<file path="config.mk">
export PLATFORM = sky130hd
export DESIGN_NAME = dma_chan_top
export DESIGN_NICKNAME = d
export VERILOG_FILES = /design/src/rtl/dma_chan_pkg.sv /design/src/rtl/dma_xfer_seq.sv /design/src/rtl/dma_evt_ctl.sv /design/src/rtl/dma_chan_top.sv
export SDC_FILE = /design/constraint.sdc
export NUM_CORES = 1
export LEC_CHECK = 0
export BUFFER_PORTS_ARGS = -buffer_cell sky130_fd_sc_hd__buf_2
export CAP_MARGIN = 20
export CELL_PAD_IN_SITES_DETAIL_PLACEMENT = 0
export CELL_PAD_IN_SITES_GLOBAL_PLACEMENT = 1
export CORE_ASPECT_RATIO = 1.4
export CORE_MARGIN = 2
export CORE_UTILIZATION = 37
export CTS_CLUSTER_SIZE = 12
export DETAILED_ROUTE_END_ITERATION = 6
export HOLD_SLACK_MARGIN = 0.1
export PLACE_DENSITY = 0.77
export SYNTH_ARGS = -nofsm -noshare
export SYNTH_HDL_FRONTEND = slang
export SYNTH_HIERARCHICAL = 1
export SYNTH_SLANG_ARGS = --single-unit
</file>
<file path="constraint.sdc">
create_clock -name clk -period 3.6 [get_ports clk]
set_clock_uncertainty 0.15 [all_clocks]
set_input_delay 0.18 -clock clk [delete_from_list [all_inputs] [get_ports clk]]
set_output_delay 0.18 -clock clk [all_outputs]
set_load 0.05 [all_outputs]
</file>
<file path="src/rtl/dma_chan_pkg.sv">
package dma_chan_pkg;

    localparam int EV_N    = 6;
    localparam int ST_W    = 7;
    localparam int RES_TOP = 96;  // first usable word address

    typedef enum logic [1:0] {
        SZ_BYTE = 2'd0,
        SZ_HALF = 2'd1,
        SZ_WORD = 2'd2
    } esize_t;

    typedef enum logic [1:0] {
        SQ_IDLE = 2'd0,
        SQ_WAIT = 2'd1,
        SQ_MOVE = 2'd2
    } seq_st_t;

    // packed so that bit 0 is block and bit 5 is timeout
    typedef struct packed {
        logic tout;
        logic drop;
        logic half;
        logic frame;
        logic last;
        logic block;
    } evt_t;

    function automatic logic [2:0] size_bytes(input logic [1:0] code);
        case (code)
            SZ_BYTE: size_bytes = 3'd1;
            SZ_HALF: size_bytes = 3'd2;
            default: size_bytes = 3'd4;
        endcase
    endfunction

endpackage

</file>
<file path="src/rtl/dma_xfer_seq.sv">
module dma_xfer_seq
    import dma_chan_pkg::*;
#(
    parameter int WA_W     = 23,
    parameter int CNT_W    = 16,
    parameter int TOUT_CYC = 64
) (
    input  logic             clk,
    input  logic             rst,
    input  logic             start,
    input  logic             sync_mode,
    input  logic             sync_evt,
    input  logic [1:0]       elem_size,
    input  logic [CNT_W-1:0] elem_count,
    input  logic [CNT_W-1:0] frame_count,
    input  logic [WA_W-1:0]  src_word,
    input  logic [WA_W-1:0]  dst_word,
    input  logic             port_gnt,
    output logic             port_req,
    output logic             port_lock,
    output logic             xfer_valid,
    output logic [WA_W:0]    src_addr,
    output logic [WA_W:0]    dst_addr,
    output logic             busy,
    output logic             sync_pend,
    output evt_t             ev
);
    localparam int BA_W = WA_W + 1;
    localparam int TC_W = $clog2(TOUT_CYC) + 1;
    localparam logic [WA_W-1:0] RES_WORD = WA_W'(RES_TOP);
    localparam logic [BA_W-1:0] RES_BYTE = BA_W'(2 * RES_TOP);

    seq_st_t          st_q;
    logic [1:0]       size_q;
    logic             sync_q;
    logic [CNT_W-1:0] el_cnt_q, fr_cnt_q;
    logic [CNT_W-1:0] elem_idx, frame_idx;
    logic [1:0]       byte_idx;
    logic [TC_W-1:0]  wait_cnt;

    logic             start_ok, grant_now, consume, tfire;
    logic             byte_last, elem_last, frame_last;
    logic [2:0]       nbytes;
    logic [CNT_W-1:0] half_pt;

    always_comb begin
        start_ok = (src_word >= RES_WORD) && (dst_word >= RES_WORD) &&
                   (elem_count != '0) && (frame_count != '0);
        nbytes     = size_bytes(size_q);
        half_pt    = CNT_W'(({1'b0, el_cnt_q} + 1'b1) >> 1);
        byte_last  = ({1'b0, byte_idx} == (nbytes - 3'd1));
        elem_last  = (elem_idx == el_cnt_q - 1'b1);
        frame_last = (frame_idx == fr_cnt_q - 1'b1);
        port_req   = (st_q == SQ_WAIT) && (!sync_q || sync_pend);
        grant_now  = port_req && port_gnt;
        consume    = grant_now && sync_q;
        tfire      = port_req && !port_gnt && (wait_cnt == TC_W'(TOUT_CYC - 1));
        xfer_valid = (st_q == SQ_MOVE);
        port_lock  = (st_q == SQ_MOVE);
        busy       = (st_q != SQ_IDLE);
    end

    always_comb begin
        ev.block = xfer_valid && byte_last && elem_last && frame_last;
        ev.frame = xfer_valid && byte_last && elem_last;
        ev.half  = xfer_valid && byte_last && ((elem_idx + 1'b1) == half_pt);
        ev.last  = xfer_valid && (byte_idx == 2'd0) && (elem_idx == '0) && frame_last;
        ev.drop  = sync_evt && sync_pend && !consume;
        ev.tout  = tfire;
    end

    always_ff @(posedge clk) begin
        if (rst) sync_pend <= 1'b0;
        else     sync_pend <= (sync_pend && !consume) || sync_evt;
    end

    always_ff @(posedge clk) begin
        if (rst) begin
            st_q      <= SQ_IDLE;
            size_q    <= 2'd0;
            sync_q    <= 1'b0;
            el_cnt_q  <= '0;
            fr_cnt_q  <= '0;
            elem_idx  <= '0;
            frame_idx <= '0;
            byte_idx  <= '0;
            wait_cnt  <= '0;
            src_addr  <= '0;
            dst_addr  <= '0;
        end else begin
            case (st_q)
                SQ_IDLE: begin
                    if (start && start_ok) begin
                        st_q      <= SQ_WAIT;
                        size_q    <= elem_size;
                        sync_q    <= sync_mode;
                        el_cnt_q  <= elem_count;
                        fr_cnt_q  <= frame_count;
                        elem_idx  <= '0;
                        frame_idx <= '0;
                        byte_idx  <= '0;
                        wait_cnt  <= '0;
                        src_addr  <= {src_word, 1'b0};
                        dst_addr  <= {dst_word, 1'b0};
                    end
                end
                SQ_WAIT: begin
                    if (grant_now) begin
                        st_q     <= SQ_MOVE;
                        byte_idx <= '0;
                        wait_cnt <= '0;
                    end else if (tfire) begin
                        st_q     <= SQ_IDLE;
                        wait_cnt <= '0;
                    end else if (port_req) begin
                        wait_cnt <= wait_cnt + 1'b1;
                    end
                end
                SQ_MOVE: begin
                    src_addr <= src_addr + 1'b1;
                    dst_addr <= dst_addr + 1'b1;
                    if (!byte_last) begin
                        byte_idx <= byte_idx + 1'b1;
                    end else begin
                        byte_idx <= '0;
                        if (elem_last) begin
                            elem_idx <= '0;
                            if (frame_last) begin
                                st_q <= SQ_IDLE;
                            end else begin
                                frame_idx <= frame_idx + 1'b1;
                                st_q      <= SQ_WAIT;
                            end
                        end else begin
                            elem_idx <= elem_idx + 1'b1;
                            st_q     <= SQ_WAIT;
                        end
                    end
                end
                default: st_q <= SQ_IDLE;
            endcase
        end
    end

    // a granted element is never split
    p_elem_atomic_r4: assert property (@(posedge clk) disable iff (rst)
        (xfer_valid && !byte_last) |=> xfer_valid);

    // a synchronised element starts only on a pending pulse
    p_sync_gate_r9: assert property (@(posedge clk) disable iff (rst)
        ($rose(xfer_valid) && sync_q) |-> $past(sync_pend));

    // the reserved range is never addressed while busy
    p_no_reserved_r2: assert property (@(posedge clk) disable iff (rst)
        busy |-> (src_addr >= RES_BYTE && dst_addr >= RES_BYTE));

    // a timeout leaves the channel idle
    p_tout_abort_r11: assert property (@(posedge clk) disable iff (rst)
        ev.tout |=> !busy);

endmodule

</file>
<file path="src/rtl/dma_evt_ctl.sv">
module dma_evt_ctl
    import dma_chan_pkg::*;
(
    input  logic            clk,
    input  logic            rst,
    input  evt_t            ev,
    input  logic [EV_N-1:0] evt_en,
    input  logic            stat_rd,
    input  logic            sync_pend,
    output logic [ST_W-1:0] status,
    output logic            ch_irq,
    output logic            bus_err
);
    localparam logic [EV_N-1:0] IRQ_MASK = EV_N'(6'b011111);

    logic [EV_N-1:0] ev_vec, hit, stat_q;

    always_comb begin
        ev_vec = ev;
        hit    = ev_vec & evt_en;
        status = {sync_pend, stat_q};
    end

    always_ff @(posedge clk) begin
        if (rst) begin
            stat_q  <= '0;
            ch_irq  <= 1'b0;
            bus_err <= 1'b0;
        end else begin
            stat_q  <= (stat_rd ? '0 : stat_q) | hit;
            ch_irq  <= |(hit & IRQ_MASK);
            bus_err <= ev.tout;
        end
    end

    // no status bit rises without its enable
    p_status_masked_r7: assert property (@(posedge clk) disable iff (rst)
        ((stat_q & ~$past(stat_q) & ~$past(evt_en)) == '0));

    // after a read only same-cycle events remain
    p_read_clears_r8: assert property (@(posedge clk) disable iff (rst)
        $past(stat_rd) |-> ((stat_q & ~$past(ev_vec & evt_en)) == '0));

    // without a read, set bits stay set
    p_sticky_r8: assert property (@(posedge clk) disable iff (rst)
        !stat_rd |=> ((stat_q & $past(stat_q)) == $past(stat_q)));

    // a lone timeout never raises the channel interrupt
    p_tout_no_irq_r11: assert property (@(posedge clk) disable iff (rst)
        (ev.tout && ((ev_vec & evt_en & IRQ_MASK) == '0)) |=> !ch_irq);

endmodule

</file>
<file path="src/rtl/dma_chan_top.sv">
module dma_chan_top
    import dma_chan_pkg::*;
#(
    parameter int WA_W     = 23,
    parameter int CNT_W    = 16,
    parameter int TOUT_CYC = 64
) (
    input  logic             clk,
    input  logic             rst,
    input  logic             start,
    input  logic             sync_mode,
    input  logic             sync_evt,
    input  logic [1:0]       elem_size,
    input  logic [CNT_W-1:0] elem_count,
    input  logic [CNT_W-1:0] frame_count,
    input  logic [WA_W-1:0]  src_word,
    input  logic [WA_W-1:0]  dst_word,
    input  logic [5:0]       evt_en,
    input  logic             stat_rd,
    input  logic             port_gnt,
    output logic             port_req,
    output logic             port_lock,
    output logic             xfer_valid,
    output logic [WA_W:0]    src_addr,
    output logic [WA_W:0]    dst_addr,
    output logic             busy,
    output logic [6:0]       status,
    output logic             ch_irq,
    output logic             bus_err
);
    evt_t ev;
    logic sync_pend;

    dma_xfer_seq #(
        .WA_W(WA_W), .CNT_W(CNT_W), .TOUT_CYC(TOUT_CYC)
    ) seq_i (
        .clk(clk), .rst(rst), .start(start),
        .sync_mode(sync_mode), .sync_evt(sync_evt),
        .elem_size(elem_size), .elem_count(elem_count),
        .frame_count(frame_count), .src_word(src_word), .dst_word(dst_word),
        .port_gnt(port_gnt), .port_req(port_req), .port_lock(port_lock),
        .xfer_valid(xfer_valid), .src_addr(src_addr), .dst_addr(dst_addr),
        .busy(busy), .sync_pend(sync_pend), .ev(ev)
    );

    dma_evt_ctl evt_i (
        .clk(clk), .rst(rst), .ev(ev), .evt_en(evt_en),
        .stat_rd(stat_rd), .sync_pend(sync_pend),
        .status(status), .ch_irq(ch_irq), .bus_err(bus_err)
    );

endmodule

</file>
==> impl_metrics.ini <==
[logic_synthesis]
yosysWarningCount = 6
synth_top_area_frac = 0.328
synth-edff-count = 0
syn_area_per_cell_um2 = 7.45
synthTopCellsByCount = nand2_1 (141), dfxtp_1 (135), nor2_1 (120)
synth_most_common_cell = nand2_1
syn_inst = 1107
synth-main-ff-cell = dfxtp_1
ys_types = 71
synth-seq-cells = 135
yosysTopAreaCell = dfxtp_1
syn_area_um2 = 8250
synthTopCellsByArea = dfxtp_1 (33%), nand2_1 (6.4%), a21oi_1 (6.3%)
synthArstFlopShare = 0
syn_nets = 1210
synth_seq_area_share = 0.328

[pwr]
internal-power_uw = 3360
p_sw_frac = 0.296
max-vdd-ir-drop_uv = 352
combPwrFrac = 0.223
seq_power_share = 0.347
p_leak_uw = 0.00485
p_switching_uw = 1410
clkPwrFrac = 0.430
p_per_area_nw_per_um2 = 413

[critical_path]
worstPathMaxFanout = 12
cp_common_cell = or4_4
cpMaxStageDelayCell = or4_4
worstSetupPathType = register to register
required_ps = 3820
reg2reg_from = seq_i/el_cnt_q[0]$_SDFFE_PP0P_
r2r_end = seq_i/frame_idx[10]$_SDFFE_PP0P_
endpoint_kind = register
worst-path-buf-inv = 2
reg2reg_slack_ps = 80
startpoint_type = register
worst_r2r_path_depth = 12
slowest_delay_ps = 550
arrival_ps = 3740
cp_top_family = simple AND/OR/NAND/NOR gates
path_cells = inv_1 > ha_2 > or4b_4 > or4_4 > o311ai_4 > nor2_2 > or4_4 > a2111oi_4 > buf_6 > nor2_4 > or4_4 > nand2_1

[route]
drc = 0
post_drt_wl_per_cell_um = 16.1
vias = 9250
routed_wl_mm = 27.3
antenna_left = 0
drt_iter0_drc = 550
dr.pass1.iters = 5
via_per_inst = 5.46

[clock_tree]
clock-sinks = 135
clkTransAtPathRegs_ps = 60
insertion_delay_ps = 430
htreeDepth = 4
root_buffer = clkbuf_16
cts_buffers = 17
cts_tree = done
clockBufferDepth = 2

[placement]
io_buffers = 153
placedCellCount = 1535
place_ws_ps = 48.0
hpwl_mm = 18.9
place_congestion = 0.870

[final_layout]
post-route-util = 0.529
fin_nets = 1487
syn2layout_area_growth_pct = 40.1
drive_gt1_frac = 0.201
final_cells = 1693
n_antenna_cell = 0

[global_routing]
grt_pass1_vias = 9024
grt_use_met3 = 0.0484
grt_use_met2 = 0.418
met1_usage = 0.278
grt_pass1_wl_mm = 44.5
grt_max_degree = 67
busiest_layer = met2
track_usage = 0.234
grt-ovfl-total = 0
antenna_found_initial = 0

[run]
drv_cap = 0

[worst_hold_path]
whs_endpoint = evt_i/stat_q[0]$_SDFF_PP0_
hold_path_class = register to register
hold_depth = 2
hold_start = evt_i/stat_q[0]$_SDFF_PP0_

[floorplan]
ios = 154
die_w_um = 130
die-area_um2 = 23500
core_area_um2 = 21900
rows = 64
die_h_um = 181
start_util = 0.377

[outcome]
status = complete, no violations

[sta]
maxSlewHeadroom = 0.337
finalSetupViolations = 0
slew_viol_final = 0
setup_slack_ps = 82.4
period_share = 0.977
rsz0062_at_grt = true
worstMarginPinSlew_ps = 986
period_needed_ps = 3520
fin_tns_setup_ps = 0
max_freq_mhz = 284
hold_violations = 0
## worst max-delay path by stage
stage / from / end / depth (start not counted)
after detailed placement: seq_i/el_cnt_q[0]$_SDFFE_PP0P_ / seq_i/frame_idx[4]$_SDFFE_PP0P_ / 12
final: seq_i/el_cnt_q[0]$_SDFFE_PP0P_ / seq_i/frame_idx[10]$_SDFFE_PP0P_ / 12
after global placement: seq_i/el_cnt_q[0]$_SDFFE_PP0P_ / seq_i/frame_idx[10]$_SDFFE_PP0P_ / 12
after CTS: seq_i/el_cnt_q[0]$_SDFFE_PP0P_ / seq_i/frame_idx[4]$_SDFFE_PP0P_ / 12
after floorplan: seq_i/el_cnt_q[0]$_SDFFE_PP0P_ / seq_i/frame_idx[13]$_SDFFE_PP0P_ / 13
after global routing: seq_i/el_cnt_q[0]$_SDFFE_PP0P_ / seq_i/frame_idx[6]$_SDFFE_PP0P_ / 12
## power by group through the flow
stage	combinational (µW)	sequential, µW	clock (µW)
floorplan	509	1800	0
global placement	908	1680	0
global route	1160	1670	2150
CTS	1020	1650	2090
detailed placement	914	1680	0
finish	1060	1660	2050
## cells in the final DEF, fill, tap and decap left out, types with 4 or more instances in the layout
cell type      netlist  layout
buf_2                0     152
nand2_1            141     140
dfxtp_1            135     135
dlygate4sd3_1        0     123
nor2_1             120     119
a21oi_1            104     102
o21ai_0             62      61
buf_4                4      56
xnor2_1             50      50
nand3_1             34      34
and3_1              32      32
xor2_1              31      31
nor3_1              28      28
nor4_1              31      27
inv_1               24      24
nand4_1             19      19
clkbuf_16            0      17
a31oi_1             16      16
a22oi_1             14      14
a222oi_1            10      10
nor2b_1             10      10
o211ai_1            10      10
a211oi_1             9       9
or3_1               11       9
a21o_1               9       9
ha_1                10       9
or4_1               11       8
a221oi_1             8       8
nand2b_1             8       7
and2_1               7       7
and4_1               7       7
bufinv_16            0       6
nor3b_1              6       6
or2_2                6       5
o22ai_1              5       5
or4_4                1       4
nor4_2               0       4
nand3b_1             4       4
## worst reg2reg max path, delay by kind of cell, from the launching register on
| kind | cells | cell delay, ps |
|---|---|---|
| buffers and inverters | 2 | 250 |
| AO/OA/AOI/OAI | 2 | 320 |
| adder cells (fa/ha/maj) | 1 | 160 |
| flip-flops | 1 | 310 |
| AND/OR/NAND/NOR | 7 | 2270 |
## per-layer routing
metal / vias to the layer above / routed length [µm]
met2: 276 / 13900
met1: 4394 / 11600
met3: 33 / 1470
met4: 0 / 386
met5: - / 0
li1: 4547 / -
## flip-flops by register name, summed over array words and instances (netlist names), 2 cells and up
name,cells
seq_i/size_q,2
seq_i/st_q,2
seq_i/wait_cnt,7
seq_i/byte_idx,2
seq_i/frame_idx,16
seq_i/el_cnt_q,16
evt_i/stat_q,6
seq_i/dst_addr,24
seq_i/src_addr,24
seq_i/fr_cnt_q,16
seq_i/elem_idx,16
## logic make-up (layout without fill, tap and decap cells)
| group | count (synthesis) | count (layout) | share of synthesized area |
|---|---|---|---|
| simple gates | 496 | 496 | 0.301 |
| compound gates | 279 | 280 | 0.212 |
| buf+inv | 101 | 389 | 0.0514 |
| flops | 135 | 135 | 0.328 |
| xor+xnor | 81 | 81 | 0.0860 |
| fa+ha+maj | 10 | 10 | 0.0152 |
| mux | 5 | 5 | 0.00637 |
## repair_timing
| item | CTS | global route |
|---|---|---|
| endpoints found under the hold margin | 98 | 0 |
| setup endpoints to repair | 0 | 31 |
| resized for setup | 0 | 24 |
| setup buffers | 0 | 3 |
| hold buffers | 123 | 0 |
## metrics by stage
step	total power (µW)	instance area (µm²)	hold slack [ps]
floorplan	2310	8250	151
global placement	2590	9490	252
detailed placement	2600	9490	269
CTS	4760	11400	321
global route	4970	11600	339
finish	4770	11600	319
## cell type report
class	instances	area [µm²]
fillers	2094	10300
multi-input cells	872	5260
flip-flops and latches	135	2700
repair buffers	333	2440
clock buffers	20	467
well taps	297	372
clock inverters	11	219
inverters	25	93.8
(Power assumes the default switching activity.)
